File: src/rtl/resp_tx_pkg.sv
package resp_tx_pkg;
  typedef enum logic [1:0] {
    ST_IDLE    = 2'd0,
    ST_OFFER   = 2'd1,
    ST_RELEASE = 2'd2
  } tx_state_e;
endpackage

File: src/rtl/resp_tx_store.sv
module resp_tx_store #(
  parameter int MAX_BYTES = 9,
  parameter int LEN_W     = 4,
  parameter int IDX_W     = 4
) (
  input  logic                   clk,
  input  logic                   rst_n,
  input  logic                   load_i,
  input  logic [LEN_W-1:0]       len_i,
  input  logic [MAX_BYTES*8-1:0] frame_i,
  input  logic [IDX_W-1:0]       idx_i,
  output logic [LEN_W-1:0]       len_o,
  output logic [7:0]             byte_o
);
  logic [MAX_BYTES*8-1:0] frame_q;
  logic [LEN_W-1:0]       len_q;
  logic [7:0]             bytes [MAX_BYTES];

  always_ff @(posedge clk or negedge rst_n) begin
    if (!rst_n) begin
      frame_q <= '0;
      len_q   <= '0;
    end else if (load_i) begin
      frame_q <= frame_i;
      len_q   <= len_i;
    end
  end

  for (genvar g = 0; g < MAX_BYTES; g++) begin : g_unpack
    assign bytes[g] = frame_q[g*8 +: 8];
  end

  always_comb begin
    byte_o = 8'h00;
    for (int k = 0; k < MAX_BYTES; k++)
      if (idx_i == IDX_W'(k)) byte_o = bytes[k];
  end

  assign len_o = len_q;
endmodule

File: src/rtl/resp_tx_fsm.sv
module resp_tx_fsm
  import resp_tx_pkg::*;
#(
  parameter int MAX_BYTES = 9,
  parameter int LEN_W     = 4,
  parameter int IDX_W     = 4
) (
  input  logic             clk,
  input  logic             rst_n,
  input  logic             start_i,
  input  logic [LEN_W-1:0] len_in_i,
  input  logic [LEN_W-1:0] len_q_i,
  input  logic             ack_i,
  output logic             load_o,
  output logic [IDX_W-1:0] idx_o,
  output logic             syn_o,
  output logic             busy_o,
  output logic             done_o
);
  tx_state_e        state_q;
  logic [IDX_W-1:0] idx_q;
  logic             last_q;
  logic             done_q;
  logic             len_ok;
  logic             at_last;

  assign len_ok  = (len_in_i != '0) && (len_in_i <= LEN_W'(MAX_BYTES));
  assign load_o  = start_i && (state_q == ST_IDLE) && len_ok;
  assign at_last = (LEN_W'(idx_q) + LEN_W'(1)) == len_q_i;

  always_ff @(posedge clk or negedge rst_n) begin
    if (!rst_n) begin
      state_q <= ST_IDLE;
      idx_q   <= '0;
      last_q  <= 1'b0;
      done_q  <= 1'b0;
    end else begin
      done_q <= 1'b0;
      unique case (state_q)
        ST_IDLE: if (load_o) begin
          state_q <= ST_OFFER;
          idx_q   <= '0;
          last_q  <= 1'b0;
        end
        ST_OFFER: if (ack_i) begin
          state_q <= ST_RELEASE;
          last_q  <= at_last;
          if (!at_last) idx_q <= idx_q + IDX_W'(1);
        end
        ST_RELEASE: if (!ack_i) begin
          if (last_q) begin
            state_q <= ST_IDLE;
            done_q  <= 1'b1;
          end else begin
            state_q <= ST_OFFER;
          end
        end
        default: state_q <= ST_IDLE;
      endcase
    end
  end

  assign idx_o  = idx_q;
  assign syn_o  = (state_q == ST_OFFER);
  assign busy_o = (state_q != ST_IDLE);
  assign done_o = done_q;
endmodule

File: src/rtl/resp_tx_top.sv
module resp_tx_top #(
  parameter int MAX_BYTES = 9,
  localparam int LEN_W    = $clog2(MAX_BYTES + 1),
  localparam int IDX_W    = (MAX_BYTES > 1) ? $clog2(MAX_BYTES) : 1
) (
  input  logic                   clk,
  input  logic                   rst_n,
  input  logic                   start_i,
  input  logic [LEN_W-1:0]       frame_len_i,
  input  logic [MAX_BYTES*8-1:0] frame_i,
  output logic                   busy_o,
  output logic                   done_o,
  output logic [7:0]             tx_data_o,
  output logic                   tx_syn_o,
  input  logic                   tx_ack_i
);
  logic             load;
  logic [IDX_W-1:0] idx;
  logic [LEN_W-1:0] len_q;

  resp_tx_fsm #(.MAX_BYTES(MAX_BYTES), .LEN_W(LEN_W), .IDX_W(IDX_W)) u_fsm (
    .clk      (clk),
    .rst_n    (rst_n),
    .start_i  (start_i),
    .len_in_i (frame_len_i),
    .len_q_i  (len_q),
    .ack_i    (tx_ack_i),
    .load_o   (load),
    .idx_o    (idx),
    .syn_o    (tx_syn_o),
    .busy_o   (busy_o),
    .done_o   (done_o)
  );

  resp_tx_store #(.MAX_BYTES(MAX_BYTES), .LEN_W(LEN_W), .IDX_W(IDX_W)) u_store (
    .clk     (clk),
    .rst_n   (rst_n),
    .load_i  (load),
    .len_i   (frame_len_i),
    .frame_i (frame_i),
    .idx_i   (idx),
    .len_o   (len_q),
    .byte_o  (tx_data_o)
  );
endmodule

File: config.mk
export PLATFORM = sky130hd
export DESIGN_NAME = resp_tx_top
export DESIGN_NICKNAME = d
export VERILOG_FILES = /design/src/rtl/resp_tx_pkg.sv /design/src/rtl/resp_tx_store.sv /design/src/rtl/resp_tx_fsm.sv /design/src/rtl/resp_tx_top.sv
export SDC_FILE = /design/constraint.sdc
export NUM_CORES = 1
export LEC_CHECK = 0
export BUFFER_PORTS_ARGS = -buffer_cell sky130_fd_sc_hd__buf_2
export CAP_MARGIN = 20
export CELL_PAD_IN_SITES_DETAIL_PLACEMENT = 1
export CELL_PAD_IN_SITES_GLOBAL_PLACEMENT = 1
export CORE_ASPECT_RATIO = 0.6
export CORE_MARGIN = 2
export CORE_UTILIZATION = 40
export DETAILED_ROUTE_END_ITERATION = 12
export PLACE_DENSITY_LB_ADDON = 0.2
export SETUP_SLACK_MARGIN = 0.5
export SLEW_MARGIN = 20
export SYNTH_ARGS = -nofsm -noshare
export SYNTH_HDL_FRONTEND = slang
export SYNTH_SLANG_ARGS = --single-unit
export TNS_END_PERCENT = 5
File: constraint.sdc
create_clock -name clk -period 2.4 [get_ports clk]
set_input_delay 0.12 -clock clk [delete_from_list [all_inputs] [get_ports clk]]
set_output_delay 0.12 -clock clk [all_outputs]
set_load 0.1 [all_outputs]
After elaboration in Yosys (flattened, before gate mapping)

Cells that the tools add are included.

Bits in registers: 84
Bits in latches: 0
Bits in writable memories: 0
ROM bits: 0
Input port bits: 80
Memories kept: 0

Add/sub/neg operators: 1
$mul: 0
Div/mod/pow operators: 0
$lt $le $gt $ge: 1
Equality and inequality tests: 15
Shifts and indexed selects: 0
Muxes and demuxes: 24
Bitwise logic cells: 0
Reductions and logical operators: 11

Operators with widths:

| operator              | count |
|---|---|
| $mux W8               | 9 |
| $eq A4 B3 Y1 const B  | 4 |
| $mux W4               | 3 |
| $eq A4 B2 Y1 const B  | 2 |
| $pmux W4 S2           | 1 |
| $mux W1               | 6 |
| $mux W2               | 3 |
| $ne A2 B2 Y1 const B  | 3 |
| $pmux W2 S3           | 1 |
| $reduce_and A3 Y1     | 2 |
| $add A4 B1 Y4 const B | 1 |
| $eq A4 B1 Y1 const B  | 1 |
| $eq A4 B4 Y1          | 1 |
| $eq A4 B4 Y1 const B  | 1 |
| $le A4 B4 Y1 const B  | 1 |
| $logic_not A4 Y1      | 1 |
| $reduce_and A4 Y1     | 1 |
| $reduce_bool A2 Y1    | 2 |
| $reduce_bool A4 Y1    | 1 |
| $logic_and A1 B1 Y1   | 3 |
| $eq A2 B1 Y1 const B  | 1 |
| $eq A2 B2 Y1 const B  | 1 |
| $logic_not A2 Y1      | 1 |
| $ne A2 B1 Y1 const B  | 1 |
| $pmux W1 S2           | 1 |

Depth between registers and ports, before layout

Depth in word-level cells: 10
Mapped depth: 9
Gate-level depth less buffers: 7

Modules after synthesis

Synthesis repeated with hierarchy kept, for this count alone.

Cells, all modules: 283
Area, all modules: 3978.8 um2

Modules (own cells, without submodules):

| module        | times used | cells each | area each (um2) |
|---|---|---|---|
| resp_tx_store | 1          | 239        | 3499.6 |
| resp_tx_fsm   | 1          | 44         | 479.2 |

Worst setup path before layout

Ideal clock, no wire load.

Kind: flip-flop to output port
Start: register u_fsm.idx_q[0] (netlist: u_fsm.idx_o[0])
End: output port tx_data_o[2]
Arrival time: 4.523 ns
Data required time: 2.280 ns
Slack: -2.243 ns
Cell stages (with the launch flop): 10
Buffers on the path: 2
Cell sequence: dfrtp_1 > inv_1 > ha_1 > buf_2 > nor2b_1 > buf_2 > a22oi_1 > o21ai_0 > nor3b_1 > o41ai_1

Cells in the longest elaborated chain, start to end: 10

Ends and longest elaborated chain:

| element                | RTL line            | text |
|---|---|---|
| start, declared        | resp_tx_fsm.sv:21   | `logic [IDX_W-1:0] idx_q;` |
| start signal, assigned | resp_tx_fsm.sv:48   | `if (!at_last) idx_q <= idx_q + IDX_W'(1);` |
| $logic_not A4 Y1       | resp_tx_store.sv:36 | `if (idx_i == IDX_W'(k)) byte_o = bytes[k];` |
| $mux W8 (8 in a row)   | resp_tx_store.sv:36 |  |
| $mux W8 (*)            | resp_tx_store.sv:36 |  |
| end, declared          | resp_tx_top.sv:13   | `output logic [7:0] tx_data_o,` |

Every way passes the cells marked *; elsewhere a longest branch is shown, timed or not.

Worst setup path in the final report

Start: register u_fsm.idx_q[0] (netlist: u_fsm.idx_o[0])
End: output port tx_data_o[4]

Same word-level chain as after synthesis.

==> summary by stage <==
Outcome
The run finished, with violations left. The checks that failed: hold timing.

Critical path
The critical path start-end classification is flip-flop to output pin. The number of cells traversed by the worst register-to-register path is 4. The required time at the endpoint of the critical path is 2.28 ns. The biggest fanout along the worst timing path is 8.

STA classifies the critical path startpoint as a flip-flop. Data on the critical path arrives at its endpoint at 2.24 ns. The nature of the critical path endpoint is an output pin.

Clock network
The clock passes through at most 2 buffers. The number of CTS-inserted buffers is 9. Clock tree synthesis found a total of 84 sinks.

The clock root buffer master is sky130_fd_sc_hd__clkbuf_16. The clock tree synthesis step divided the H-tree into 3 levels. The clock network latency to the later pin of the worst-skew pair is 0.34 ns.

The TritonCTS clock tree is done. Clock-pin slew was measured on the worst setup and hold paths at 0.06 ns.

Drt
Dividing the detail-routed wire length by the instance count gives 18.3 um. Once detail routing completed, the nets flagged for antenna violations numbered 0. After detailed routing, the number of remaining DRC violations is 0. Using the TritonRoute via totals, the vias-per-cell ratio works out to 5.18. The total iterations of the first detailed-routing run is 5.

The total routed wirelength is 14200 um. The routed layout has 4021 vias. The number of violations reported at the end of detailed-routing iteration 0 is 348.

Pwr
VDD sags by at most 0.864 mV. The fraction of power consumed by sequential logic is 31.1%. The static leakage power is 2.97 nW.

Internal power comes to 4.58 mW. The switching fraction of total power is 45.1%. Combinational logic is responsible for 50.7% of the overall power. The net switching power figure is 3.75 mW. For this design the ratio of total power to cell area is 1390 mW/mm^2. The total power of the final layout is 8.33 mW. The clock network is responsible for 18.2% of the overall power.

Floorplan
The die width is 134 um. The die is 81.8 um tall. Pin placement for this block handled 91 I/O pins. The core area is 0.00984 mm^2. The number of cell rows is 28. The die covers 0.0109 mm^2. The starting density of the core is 41.0%.

Layout
In the final layout, the share of cells above drive strength 1 is 25.6%. The number of antenna diodes in the final layout is 0. The number of fill cells is 1151. The layout overhead on the synthesized area is 47.9%.

The sequential cell area is 0.00211 mm^2. The final net count is 720. The multi-input gate area in the final layout is 0.00192 mm^2. After routing the design area is 0.00597 mm^2.

Placed design
The number of port buffers is 90. Detailed placement ended at an HPWL of 9130 um. After detailed placement, the total cell area comes to 0.00484 mm^2. The weighted congestion reported at the end of routability-driven placement is 0.846.

The pre-CTS worst setup slack is 0.211 ns.

STA
Hold timing on the final database bottoms out at a slack of -0.00354 ns. Static timing analysis puts the maximum clock frequency at 423 MHz. The final worst clock skew is 0.00825 ns.

The final cycle utilization of the critical path is 98.5%. The total count of hold-check failures in the final report is 2. The slew at the pin with the worst max-slew slack is 0.567 ns. The final critical-path required period is 2.36 ns. Setup violations remaining at the end of the flow were counted as 0. The worst-case setup margin in the final layout is 0.0368 ns. Headroom to the max-slew limit came out at 62.2%. The number of max-slew violations in the final report is 0.

Setup repair after global routing could not meet its margin everywhere.

Yosys
In the synthesized netlist the dominant register cell turns out to be sky130_fd_sc_hd__dfrtp_1. After synthesis the netlist holds a flip-flop and latch count of 84. In the synthesized netlist, the number of instances is 484. The count of distinct cell types in the synthesized netlist is 33. In this run, synthesis inferred 0 flip-flops with an integrated enable. The net count after synthesis is 568. The sequential-to-total area share from yosys stat is 52.0%.

Counting flops with an async set or reset pin after synthesis yields a share of 100%. In this run the cell area of the synthesized design comes to 0.00404 mm^2. The count of yosys warnings during synthesis is 0. Each instance of the synthesized netlist takes up on average 8.35 um^2.

Job
The number of maximum-capacitance constraint violations is 0.

Global route
The number of antenna violations at the first check in global routing is 0. In the global route stage, overall resource usage came out at 27.0%. After global routing the overflow that remains totals 0. The first-pass GRT wire length is 22400 um. The number of global-route vias before repair was 4287. Entering global routing, the biggest net connects 69 pins.

Worst hold path
The classification of the worst-slack hold path is input port to flip-flop. The number of cells on the worst hold path is 3.
## critical path, stage by stage (launching register included)
cell and delay [ns]:
sky130_fd_sc_hd__dfrtp_2 0.48, sky130_fd_sc_hd__inv_4 0.08, sky130_fd_sc_hd__ha_4 0.17, sky130_fd_sc_hd__buf_6 0.11
sky130_fd_sc_hd__nand2_4 0.05, sky130_fd_sc_hd__nor2_4 0.04, sky130_fd_sc_hd__buf_6 0.15, sky130_fd_sc_hd__a222oi_1 0.46
sky130_fd_sc_hd__o21ai_2 0.15, sky130_fd_sc_hd__buf_12 0.20
## kinds of logic (layout without fill, tap and decap cells)
| group | Yosys count | in the layout | synth area share, % |
|---|---|---|---|
| xor gates and xnor gates | 6 | 6 | 1.30 |
| DFF | 84 | 84 | 52.0 |
| AOI/OAI and AO/OA | 97 | 97 | 15.9 |
| and+or+nand+nor | 242 | 242 | 23.7 |
| adders and majority gates | 4 | 4 | 1.24 |
| muxes | 1 | 1 | 0.279 |
| buffers and inverters | 50 | 207 | 5.54 |
## cell usage in the layout (no fill, tap or decap), drive strengths merged, types with 11 or more instances in the layout
cell,netlist,layout
buf,15,108
inv,21,21
nand2,211,211
dfrtp,84,84
a22oi,22,22
clkbuf,14,12
a21oi,11,11
o21ai,42,42
nor2,14,14
dlygate4sd3,0,62
## through the flow
stage          setup TNS (ns)  instances  util (%)
2_1_floorplan          -0.244        484         -
3_3_place_gp                0        693      49.1
5_1_grt               -0.0905        776      60.7
3_5_place_dp                0        693      49.1
4_1_cts                     0        774      59.8
6_report                    0        776      60.7
## cell type report
| type | instances | share of cell area [%] |
|---|---|---|
| clock inverters | 4 | 1.21 |
| well taps | 135 | 2.83 |
| flip-flops and latches | 84 | 35.2 |
| multi-input cells | 350 | 32.1 |
| inverters | 21 | 1.36 |
| clock buffers | 12 | 4.13 |
| repair buffers | 170 | 23.1 |
## worst paths after layout
path	start	end	slack (ns)
worst max register to register	u_fsm.state_q[1]$_DFFE_PN0P_	u_store.frame_q[44]$_DFFE_PN0P_	0.45
max in group asynchronous	rst_n	u_store.frame_q[55]$_DFFE_PN0P_	1.46
worst min-delay path	frame_i[45]	u_store.frame_q[45]$_DFFE_PN0P_	-0.004
worst min register to register	u_store.frame_q[5]$_DFFE_PN0P_	u_store.frame_q[5]$_DFFE_PN0P_	0.47
min in group asynchronous	rst_n	u_store.frame_q[27]$_DFFE_PN0P_	0.31
worst max-delay path	u_fsm.idx_o[0]$_DFFE_PN0P_	tx_data_o[4]	0.04
## synth_stat cells (2+ instances only)
| master | n | share of area (%) |
|---|---|---|
| sky130_fd_sc_hd__a22o_1 | 2 | 0.43 |
| sky130_fd_sc_hd__nor3b_1 | 3 | 0.56 |
| sky130_fd_sc_hd__o41ai_1 | 2 | 0.43 |
| sky130_fd_sc_hd__nor3_1 | 2 | 0.25 |
| sky130_fd_sc_hd__nor2b_1 | 2 | 0.31 |
| sky130_fd_sc_hd__and2_1 | 2 | 0.31 |
| sky130_fd_sc_hd__dfrtp_1 | 84 | 52 |
| sky130_fd_sc_hd__xor2_1 | 2 | 0.43 |
| sky130_fd_sc_hd__nand3_1 | 2 | 0.25 |
| sky130_fd_sc_hd__buf_6 | 3 | 0.84 |
| sky130_fd_sc_hd__a21o_1 | 7 | 1.3 |
| sky130_fd_sc_hd__buf_2 | 11 | 1.4 |
| sky130_fd_sc_hd__ha_1 | 4 | 1.2 |
| sky130_fd_sc_hd__a21oi_1 | 11 | 1.4 |
| sky130_fd_sc_hd__a22oi_1 | 22 | 4.1 |
| sky130_fd_sc_hd__a222oi_1 | 7 | 1.7 |
| sky130_fd_sc_hd__o21ai_0 | 22 | 2.7 |
| sky130_fd_sc_hd__o21ai_1 | 20 | 2.5 |
| sky130_fd_sc_hd__nand2_1 | 211 | 20 |
| sky130_fd_sc_hd__clkbuf_1 | 14 | 1.3 |
| sky130_fd_sc_hd__inv_1 | 21 | 2.0 |
| sky130_fd_sc_hd__xnor2_1 | 4 | 0.87 |
| sky130_fd_sc_hd__nand2b_1 | 3 | 0.46 |
| sky130_fd_sc_hd__nor2_1 | 14 | 1.3 |
## registers in the layout, indices dropped and copies added (netlist names)
name,cells
u_store.frame_q,72
u_fsm.last_q,1
u_fsm.idx_o,4
u_store.len_o,4
u_fsm.state_q,2
u_fsm.done_o,1
## metal layers
| metal | vias up | GRT usage (%) | wire [um] |
|---|---|---|---|
| li1 | 1893 | - | - |
| met1 | 1977 | 34.8 | 6250 |
| met2 | 125 | 45.8 | 6820 |
| met3 | 26 | 6.30 | 827 |
| met4 | 0 | 8.19 | 295 |
| met5 | - | 0 | 0 |
## timing repair
action | in CTS | in global routing
hold buffers | 62 | 0
setup buffers | 3 | 2
pin swaps | 6 | 11
endpoints found under the setup margin | 65 | 68
gates resized for setup | 25 | 18
endpoints found under the hold margin | 101 | 0
## power groups by stage
stage / clock [mW] / sequential [mW] / combinational [mW]
after CTS: 1.52 / 2.56 / 4.02
after global routing: 1.57 / 2.65 / 4.54
after global placement: 0 / 2.54 / 3.68
after floorplan: 0 / 2.33 / 2.65
final: 1.51 / 2.59 / 4.23
after detailed placement: 0 / 2.56 / 3.80
No activity file was read; power rests on OpenSTA's default activity.
